$ cat config.mk
export PLATFORM = sky130hd
export DESIGN_NAME = audio_voice_mixer
export DESIGN_NICKNAME = d
export VERILOG_FILES = /design/src/rtl/voice_pkg.sv /design/src/rtl/voice_ctrl.sv /design/src/rtl/voice_dpath.sv /design/src/rtl/audio_voice_mixer.sv
export SDC_FILE = /design/constraint.sdc
export NUM_CORES = 2
export LEC_CHECK = 0
export BUFFER_PORTS_ARGS = -buffer_cell sky130_fd_sc_hd__buf_4
export CAP_MARGIN = 15
export CORE_AREA = 2 2 257 259
export CTS_CLUSTER_DIAMETER = 50
export DETAILED_ROUTE_END_ITERATION = 7
export DIE_AREA = 0 0 259 261
export PLACE_DENSITY = 0.75
export REMOVE_ABC_BUFFERS = 1
export SKIP_CTS_REPAIR_TIMING = 1
export SLEW_MARGIN = 20
export SYNTH_ARGS = -nofsm -noshare
export SYNTH_HDL_FRONTEND = slang
export SYNTH_SLANG_ARGS = --single-unit
$ cat constraint.sdc
create_clock -name clk -period 5.95 [get_ports clk]
set_clock_uncertainty 0.05 [all_clocks]
set_input_delay 0 -clock clk [delete_from_list [all_inputs] [get_ports clk]]
set_output_delay 0 -clock clk [all_outputs]
set_load 0.01 [all_outputs]
$ cat src/rtl/voice_pkg.sv
`timescale 1ns/1ps
package voice_pkg;

  // strobes from a voice's sequencer to its datapath
  typedef struct packed {
    logic start;    // load pointer and count, clear holding word
    logic take;     // accept the word on fetchData
    logic consume;  // sample boundary: use the next half-word or modulation word
    logic stop;     // return to silence
  } voiceStrobe_t;

  typedef enum logic [1:0] {
    SEL_PTR = 2'd0,
    SEL_LEN = 2'd1,
    SEL_PER = 2'd2,
    SEL_VOL = 2'd3
  } regSel_e;

endpackage

$ cat src/rtl/voice_ctrl.sv
`timescale 1ns/1ps
module voice_ctrl (
  input  logic                   clk,
  input  logic                   rstN,
  input  logic                   dmaEn,
  input  logic                   holdFull,
  input  logic                   perZero,
  input  logic                   fetchAck,
  output logic                   fetchReq,
  output voice_pkg::voiceStrobe_t strobe
);

  typedef enum logic {ST_IDLE, ST_RUN} state_e;
  state_e state, stateNxt;

  always_comb begin
    strobe   = '0;
    stateNxt = state;
    fetchReq = 1'b0;
    case (state)
      ST_IDLE: begin
        if (dmaEn) begin
          strobe.start = 1'b1;
          stateNxt     = ST_RUN;
        end
      end
      ST_RUN: begin
        fetchReq    = dmaEn && !holdFull;
        strobe.take = fetchReq && fetchAck;
        if (perZero) begin
          if (!dmaEn) begin
            strobe.stop = 1'b1;
            stateNxt    = ST_IDLE;
          end else if (holdFull) begin
            strobe.consume = 1'b1;
          end
        end
      end
      default: stateNxt = ST_IDLE;
    endcase
  end

  always_ff @(posedge clk or negedge rstN) begin
    if (!rstN) state <= ST_IDLE;
    else       state <= stateNxt;
  end

endmodule

$ cat src/rtl/voice_dpath.sv
`timescale 1ns/1ps
module voice_dpath #(
  parameter int ADDR_W  = 16,
  parameter int SMP_W   = 8,
  parameter int VOL_W   = 7,
  parameter int MAX_VOL = 64,
  parameter int MIN_PER = 124,
  localparam int WORD_W = 2 * SMP_W,
  localparam int PROD_W = SMP_W + VOL_W
) (
  input  logic                     clk,
  input  logic                     rstN,
  input  voice_pkg::voiceStrobe_t  strobe,
  input  logic [WORD_W-1:0]        fetchData,
  input  logic                     regWr,
  input  logic [1:0]               regSel,
  input  logic [WORD_W-1:0]        regData,
  input  logic                     modVolMe,
  input  logic                     modPerMe,
  input  logic                     inVolWr,
  input  logic                     inPerWr,
  input  logic [WORD_W-1:0]        inModData,
  output logic [ADDR_W-1:0]        fetchAddr,
  output logic                     holdFull,
  output logic                     perZero,
  output logic                     irq,
  output logic signed [PROD_W-1:0] product,
  output logic                     outVolWr,
  output logic                     outPerWr,
  output logic [WORD_W-1:0]        outModData
);
  import voice_pkg::*;

  logic [ADDR_W-1:0]        startPtr, ptr;
  logic [WORD_W-1:0]        lenReg, lenCnt;
  logic [WORD_W-1:0]        perReg, perCnt;
  logic [VOL_W-1:0]         volReg;
  logic [WORD_W-1:0]        holdWord;
  logic                     byteSel;
  logic signed [SMP_W-1:0]  curSample;
  logic signed [PROD_W:0]   prodWide;
  logic                     modeAny;

  function automatic logic [VOL_W-1:0] clampVol(input logic [WORD_W-1:0] d);
    return (d > WORD_W'(MAX_VOL)) ? VOL_W'(MAX_VOL) : VOL_W'(d);
  endfunction

  function automatic logic [WORD_W-1:0] clampPer(input logic [WORD_W-1:0] d);
    return (d < WORD_W'(MIN_PER)) ? WORD_W'(MIN_PER) : d;
  endfunction

  assign modeAny = modVolMe | modPerMe;

  // software writes first, neighbour modulation overrides in the same cycle
  always_ff @(posedge clk or negedge rstN) begin
    if (!rstN) begin
      startPtr <= '0;
      lenReg   <= WORD_W'(1);
      perReg   <= WORD_W'(MIN_PER);
      volReg   <= '0;
    end else begin
      if (regWr) begin
        case (regSel)
          SEL_PTR: startPtr <= ADDR_W'(regData);
          SEL_LEN: lenReg   <= regData;
          SEL_PER: perReg   <= clampPer(regData);
          SEL_VOL: volReg   <= clampVol(regData);
          default: ;
        endcase
      end
      if (inVolWr) volReg <= clampVol(inModData);
      if (inPerWr) perReg <= clampPer(inModData);
    end
  end

  always_ff @(posedge clk or negedge rstN) begin
    if (!rstN) begin
      ptr       <= '0;
      lenCnt    <= '0;
      holdWord  <= '0;
      holdFull  <= 1'b0;
      byteSel   <= 1'b0;
      curSample <= '0;
      perCnt    <= '0;
      irq       <= 1'b0;
    end else begin
      irq <= 1'b0;
      if (strobe.start) begin
        ptr      <= startPtr;
        lenCnt   <= lenReg;
        holdFull <= 1'b0;
        byteSel  <= 1'b0;
        perCnt   <= '0;
      end else begin
        if (strobe.take) begin
          holdWord <= fetchData;
          holdFull <= 1'b1;
          if (lenCnt <= WORD_W'(1)) begin
            ptr    <= startPtr;
            lenCnt <= lenReg;
            irq    <= 1'b1;
          end else begin
            ptr    <= ptr + 1'b1;
            lenCnt <= lenCnt - 1'b1;
          end
        end
        if (strobe.consume) begin
          perCnt <= perReg - 1'b1;
          if (modeAny) begin
            holdFull <= 1'b0;
            byteSel  <= (modVolMe & modPerMe) ? ~byteSel : 1'b0;
          end else begin
            curSample <= byteSel ? holdWord[SMP_W-1:0] : holdWord[WORD_W-1:SMP_W];
            byteSel   <= ~byteSel;
            if (byteSel) holdFull <= 1'b0;
          end
        end else if (perCnt != '0) begin
          perCnt <= perCnt - 1'b1;
        end
        if (strobe.stop) begin
          curSample <= '0;
          holdFull  <= 1'b0;
        end
      end
    end
  end

  assign fetchAddr  = ptr;
  assign perZero    = (perCnt == '0);
  assign prodWide   = curSample * $signed({1'b0, volReg});
  assign product    = modeAny ? '0 : prodWide[PROD_W-1:0];
  assign outVolWr   = strobe.consume & modVolMe & (!modPerMe | !byteSel);
  assign outPerWr   = strobe.consume & modPerMe & (!modVolMe | byteSel);
  assign outModData = holdWord;

endmodule

$ cat src/rtl/audio_voice_mixer.sv
`timescale 1ns/1ps
module audio_voice_mixer #(
  parameter int NUM_CH  = 4,
  parameter int ADDR_W  = 16,
  parameter int SMP_W   = 8,
  parameter int VOL_W   = 7,
  parameter int MAX_VOL = 64,
  parameter int MIN_PER = 124,
  localparam int CH_W   = $clog2(NUM_CH),
  localparam int WORD_W = 2 * SMP_W,
  localparam int PROD_W = SMP_W + VOL_W,
  localparam int MIX_W  = PROD_W + CH_W - 1
) (
  input  logic                       clk,
  input  logic                       rstN,
  input  logic                       regWr,
  input  logic [CH_W-1:0]            regChan,
  input  logic [1:0]                 regSel,
  input  logic [WORD_W-1:0]          regData,
  input  logic [NUM_CH-1:0]          dmaEn,
  input  logic [NUM_CH-1:0]          modVol,
  input  logic [NUM_CH-1:0]          modPer,
  output logic [NUM_CH-1:0]          fetchReq,
  output logic [NUM_CH*ADDR_W-1:0]   fetchAddr,
  input  logic [NUM_CH-1:0]          fetchAck,
  input  logic [WORD_W-1:0]          fetchData,
  output logic [NUM_CH-1:0]          irq,
  output logic signed [MIX_W-1:0]    outRight,
  output logic signed [MIX_W-1:0]    outLeft
);

  logic                     volWrBus [NUM_CH];
  logic                     perWrBus [NUM_CH];
  logic [WORD_W-1:0]        modDataBus [NUM_CH];
  logic signed [PROD_W-1:0] prodBus [NUM_CH];

  for (genvar c = 0; c < NUM_CH; c++) begin : g_voice
    localparam int SRC = (c + NUM_CH - 1) % NUM_CH;
    voice_pkg::voiceStrobe_t strobe;
    logic holdFull, perZero;

    voice_ctrl u_ctrl (
      .clk      (clk),
      .rstN     (rstN),
      .dmaEn    (dmaEn[c]),
      .holdFull (holdFull),
      .perZero  (perZero),
      .fetchAck (fetchAck[c]),
      .fetchReq (fetchReq[c]),
      .strobe   (strobe)
    );

    voice_dpath #(
      .ADDR_W (ADDR_W), .SMP_W (SMP_W), .VOL_W (VOL_W),
      .MAX_VOL(MAX_VOL), .MIN_PER(MIN_PER)
    ) u_dpath (
      .clk        (clk),
      .rstN       (rstN),
      .strobe     (strobe),
      .fetchData  (fetchData),
      .regWr      (regWr && (regChan == CH_W'(c))),
      .regSel     (regSel),
      .regData    (regData),
      .modVolMe   (modVol[c]),
      .modPerMe   (modPer[c]),
      .inVolWr    (volWrBus[SRC]),
      .inPerWr    (perWrBus[SRC]),
      .inModData  (modDataBus[SRC]),
      .fetchAddr  (fetchAddr[c*ADDR_W +: ADDR_W]),
      .holdFull   (holdFull),
      .perZero    (perZero),
      .irq        (irq[c]),
      .product    (prodBus[c]),
      .outVolWr   (volWrBus[c]),
      .outPerWr   (perWrBus[c]),
      .outModData (modDataBus[c])
    );
  end

  // even voices to the right side, odd voices to the left side
  always_comb begin
    outRight = '0;
    outLeft  = '0;
    for (int c = 0; c < NUM_CH; c++) begin
      if (c % 2 == 0) outRight = outRight + MIX_W'(prodBus[c]);
      else            outLeft  = outLeft  + MIX_W'(prodBus[c]);
    end
  end

endmodule

==> impl_metrics.json <==
{
  "synth_top_area_frac": 0.337,
  "place_area_mm2": 0.0391,
  "fin_crit_sh": 1.00,
  "nets": 4620,
  "crit_arrival_ns": 5.92,
  "relSlewSlack": 0.274,
  "route.detailed.drc": 0,
  "ant_nets": 0,
  "clkTransAtPathRegs_ns": 0.06,
  "grt_pass1_wl_um": 160000,
  "syn-mean-instance-area_um2": 9.19,
  "ys_ff_latch": 524,
  "vias": 30964,
  "cts.sinks": 524,
  "met2_length_um": 47600,
  "report.final.slew_viol_count": 0,
  "routedWlPerCell_um": 19.9,
  "synthArstFlopShare": 1.00,
  "synth.most_common_cell": "dfrtp_1",
  "max_freq_mhz": 167,
  "synthTopCellsByArea": "dfrtp_1 34%, fa_1 9.6%, mux2_2 5.9%",
  "place_congestion": 0.946,
  "start_util": 0.572,
  "vdd_drop_max_uv": 392,
  "fin_crit_ns": 5.97,
  "drt-met1-wl_um": 43600,
  "synthDistinctLibCells": 86,
  "ys_seq_area_frac": 0.354,
  "grt-ovfl-total": 0,
  "path_max_fanout": 6,
  "first_iter_violations": 2751,
  "total_power_mw": 13.7,
  "drt_first_pass_iters": 5,
  "start_kind": "register",
  "whs_ns": -0.0165,
  "portBuffers": 158,
  "crit_required_ns": 5.90,
  "endpoint_kind": "output pin",
  "yosys.area.top_type": "dfrtp_1",
  "fin_ws_ns": -0.0211,
  "pin_count": 159,
  "post-dp-hpwl_um": 70600,
  "drt-total-wl_um": 102000,
  "maxCapViolations": 0,
  "tightest_slew_ns": 1.08,
  "synth_compound_area_frac": 0.149,
  "clkLatencyLatePin_ns": 0.63,
  "synth_warnings": 0,
  "timing.final.hold_violations": 15,
  "numCtsBuffers": 55,
  "die-area_mm2": 0.0676,
  "synth_common_cells": "500 x dfrtp_1, 376 x nor2_1, 363 x inv_1",
  "crit_type": "reg2out",
  "synthMuxAreaShare": 0.0852,
  "wl_met3_um": 6480,
  "antenna_found_initial": 3,
  "synth-edff-count": 0,
  "num_rows": 94,
  "rsz0062_at_grt": "yes",
  "die_h_um": 261,
  "synthAdderAreaFrac": 0.152,
  "ys.flop_type": "dfrtp_1",
  "syn_inst": 4045,
  "via_per_inst": 6.03,
  "grt_pass1_vias": 29384,
  "synth-xor-area-share": 0.0250,
  "min_path_type": "in2reg",
  "status": "complete, but fails checks",
  "power_density_mw_per_mm2": 323,
  "cts_tree": "built",
  "core_area_mm2": 0.0650,
  "grt_max_degree": 167,
  "syn2layout_area_growth_pct": 14.6,
  "clock_path_buffers": 3,
  "synth_top_family_by_area": "simple AND/OR/NAND/NOR gates",
  "die_x_um": 259,
  "violations": "hold timing, setup timing",
  "cts-root-buf": "clkbuf_16",
  "yosys.area_share.simple": 0.180,
  "top_layer": "met4",
  "h-tree-depth": 2,
  "drive_above_1_share": 0.174,
  "finalSetupViolations": 2,
  "track_usage": 0.297,
  "fin_area_mm2": 0.0426,
  "syn-cell-area_mm2": 0.0372,
  "power_leakage_nw": 19.1
}
report_power, final:
part	internal (mW)	switching (mW)	total [mW]
Combinational	1.84	2.07	3.91
Sequential	4.68	1.38	6.05
Clock	2.26	1.52	3.79
Total	8.77	4.97	13.7
cell families (layout without fill, tap and decap cells):
group | Yosys count | after routing
flip-flops | 524 | 524
AND/OR/NAND/NOR | 1332 | 1332
other | 0 | 3
buffers and inverters | 531 | 753
multiplexers | 292 | 292
XOR/XNOR | 106 | 106
adder cells (fa/ha/maj) | 344 | 344
AO/OA/AOI/OAI | 916 | 916
final timing paths:
| kind | start | to | slack, ns | cells after the start |
|---|---|---|---|---|
| min in group asynchronous | rstN | g_voice[3].u_dpath.fetchAddr[4] | -0.01 | 2 |
| max | g_voice[1].u_dpath.volReg[2] | outLeft[13] | -0.02 | 22 |
| min | modPer[1] | g_voice[2].u_dpath.perReg[13] | -0.02 | 4 |
| max in group asynchronous | rstN | g_voice[0].u_dpath.irq | 4.35 | 3 |
| max reg2reg | g_voice[2].u_ctrl.state | g_voice[2].u_dpath.perCnt[12] | 1.92 | 12 |
| min reg2reg | g_voice[1].u_dpath.perCnt[0] | g_voice[1].u_dpath.perCnt[0] | 0.43 | 1 |
metrics by stage:
step                      setup slack (ns)  cells  setup TNS, ns  utilization  hold WS [ns]
final                              -0.0211   5134        -0.0226        0.655       -0.0165
after global placement               0.326   4932              0        0.601        0.0977
after global routing                -0.285   5133          -1.45        0.655        0.0220
after floorplan                      0.520   3877              0            -        -0.346
after detailed placement             0.202   4932              0        0.601         0.104
after CTS                           -0.473   5035          -2.16        0.632        -0.559
flip-flops by register name (all words and copies together), names as in the netlist:
name and cells:
g_voice.u_dpath.fetchAddr 64, g_voice.u_dpath.lenCnt 64, g_voice.u_dpath.lenReg 64, g_voice.u_dpath.outModData 64, g_voice.u_dpath.perCnt 64, g_voice.u_dpath.perReg 64, g_voice.u_dpath.startPtr 64, g_voice.u_dpath.curSample 32
g_voice.u_dpath.volReg 28, g_voice.u_ctrl.state 4, g_voice.u_dpath.byteSel 4, g_voice.u_dpath.holdFull 4, g_voice.u_dpath.irq 4
critical path, cell delays in order (launching register included):
cell	delay, ns
dfrtp_2	0.45
and2_4	0.18
fa_1	0.55
inv_2	0.04
fa_1	0.55
inv_2	0.04
fa_1	0.48
inv_1	0.05
fa_1	0.49
inv_2	0.05
ha_4	0.22
o21ai_2	0.06
nor2_2	0.07
o41a_1	0.35
o41ai_2	0.28
xor2_1	0.23
nor2_2	0.09
ha_4	0.33
inv_4	0.05
and3_4	0.15
a2111oi_4	0.27
o311ai_1	0.14
buf_4	0.16
metal layers:
layer | GRT usage | vias to the layer above
met5 | 0 | -
met1 | 0.403 | 15298
met3 | 0.0448 | 231
met2 | 0.480 | 978
met4 | 0.121 | 0
li1 | - | 14457
cells in the final DEF (no fill, tap or decap), types with 30 or more instances in the layout:
cell           count
a31oi_1           33
nor3_1           119
buf_4            231
or3_1             39
mux2_2           194
nand3_1          109
mux2i_1           98
ha_1             143
fa_1             173
xnor2_1           47
a21oi_1          336
and3_1            35
nand2_1          232
a211oi_1          58
and2_1           193
nor2_1           359
dfrtp_1          470
dlygate4sd3_1     50
o21ai_0          218
inv_1            352
clkbuf_16         56
nor4_1            47
dfrtp_2           30
xor2_1            58
area by class of cell:
| class | instances | area (um2) |
|---|---|---|
| Antenna cell | 3 | 7.51 |
| Timing Repair Buffer | 287 | 2350 |
| Clock inverter | 26 | 429 |
| Inverter | 363 | 1370 |
| Fill cell | 5197 | 22500 |
| Multi-Input combinational cell | 2990 | 22600 |
| Sequential cell | 524 | 13200 |
| Clock buffer | 77 | 1550 |
| Tap cell | 864 | 1080 |
(Power assumes the default switching activity.)
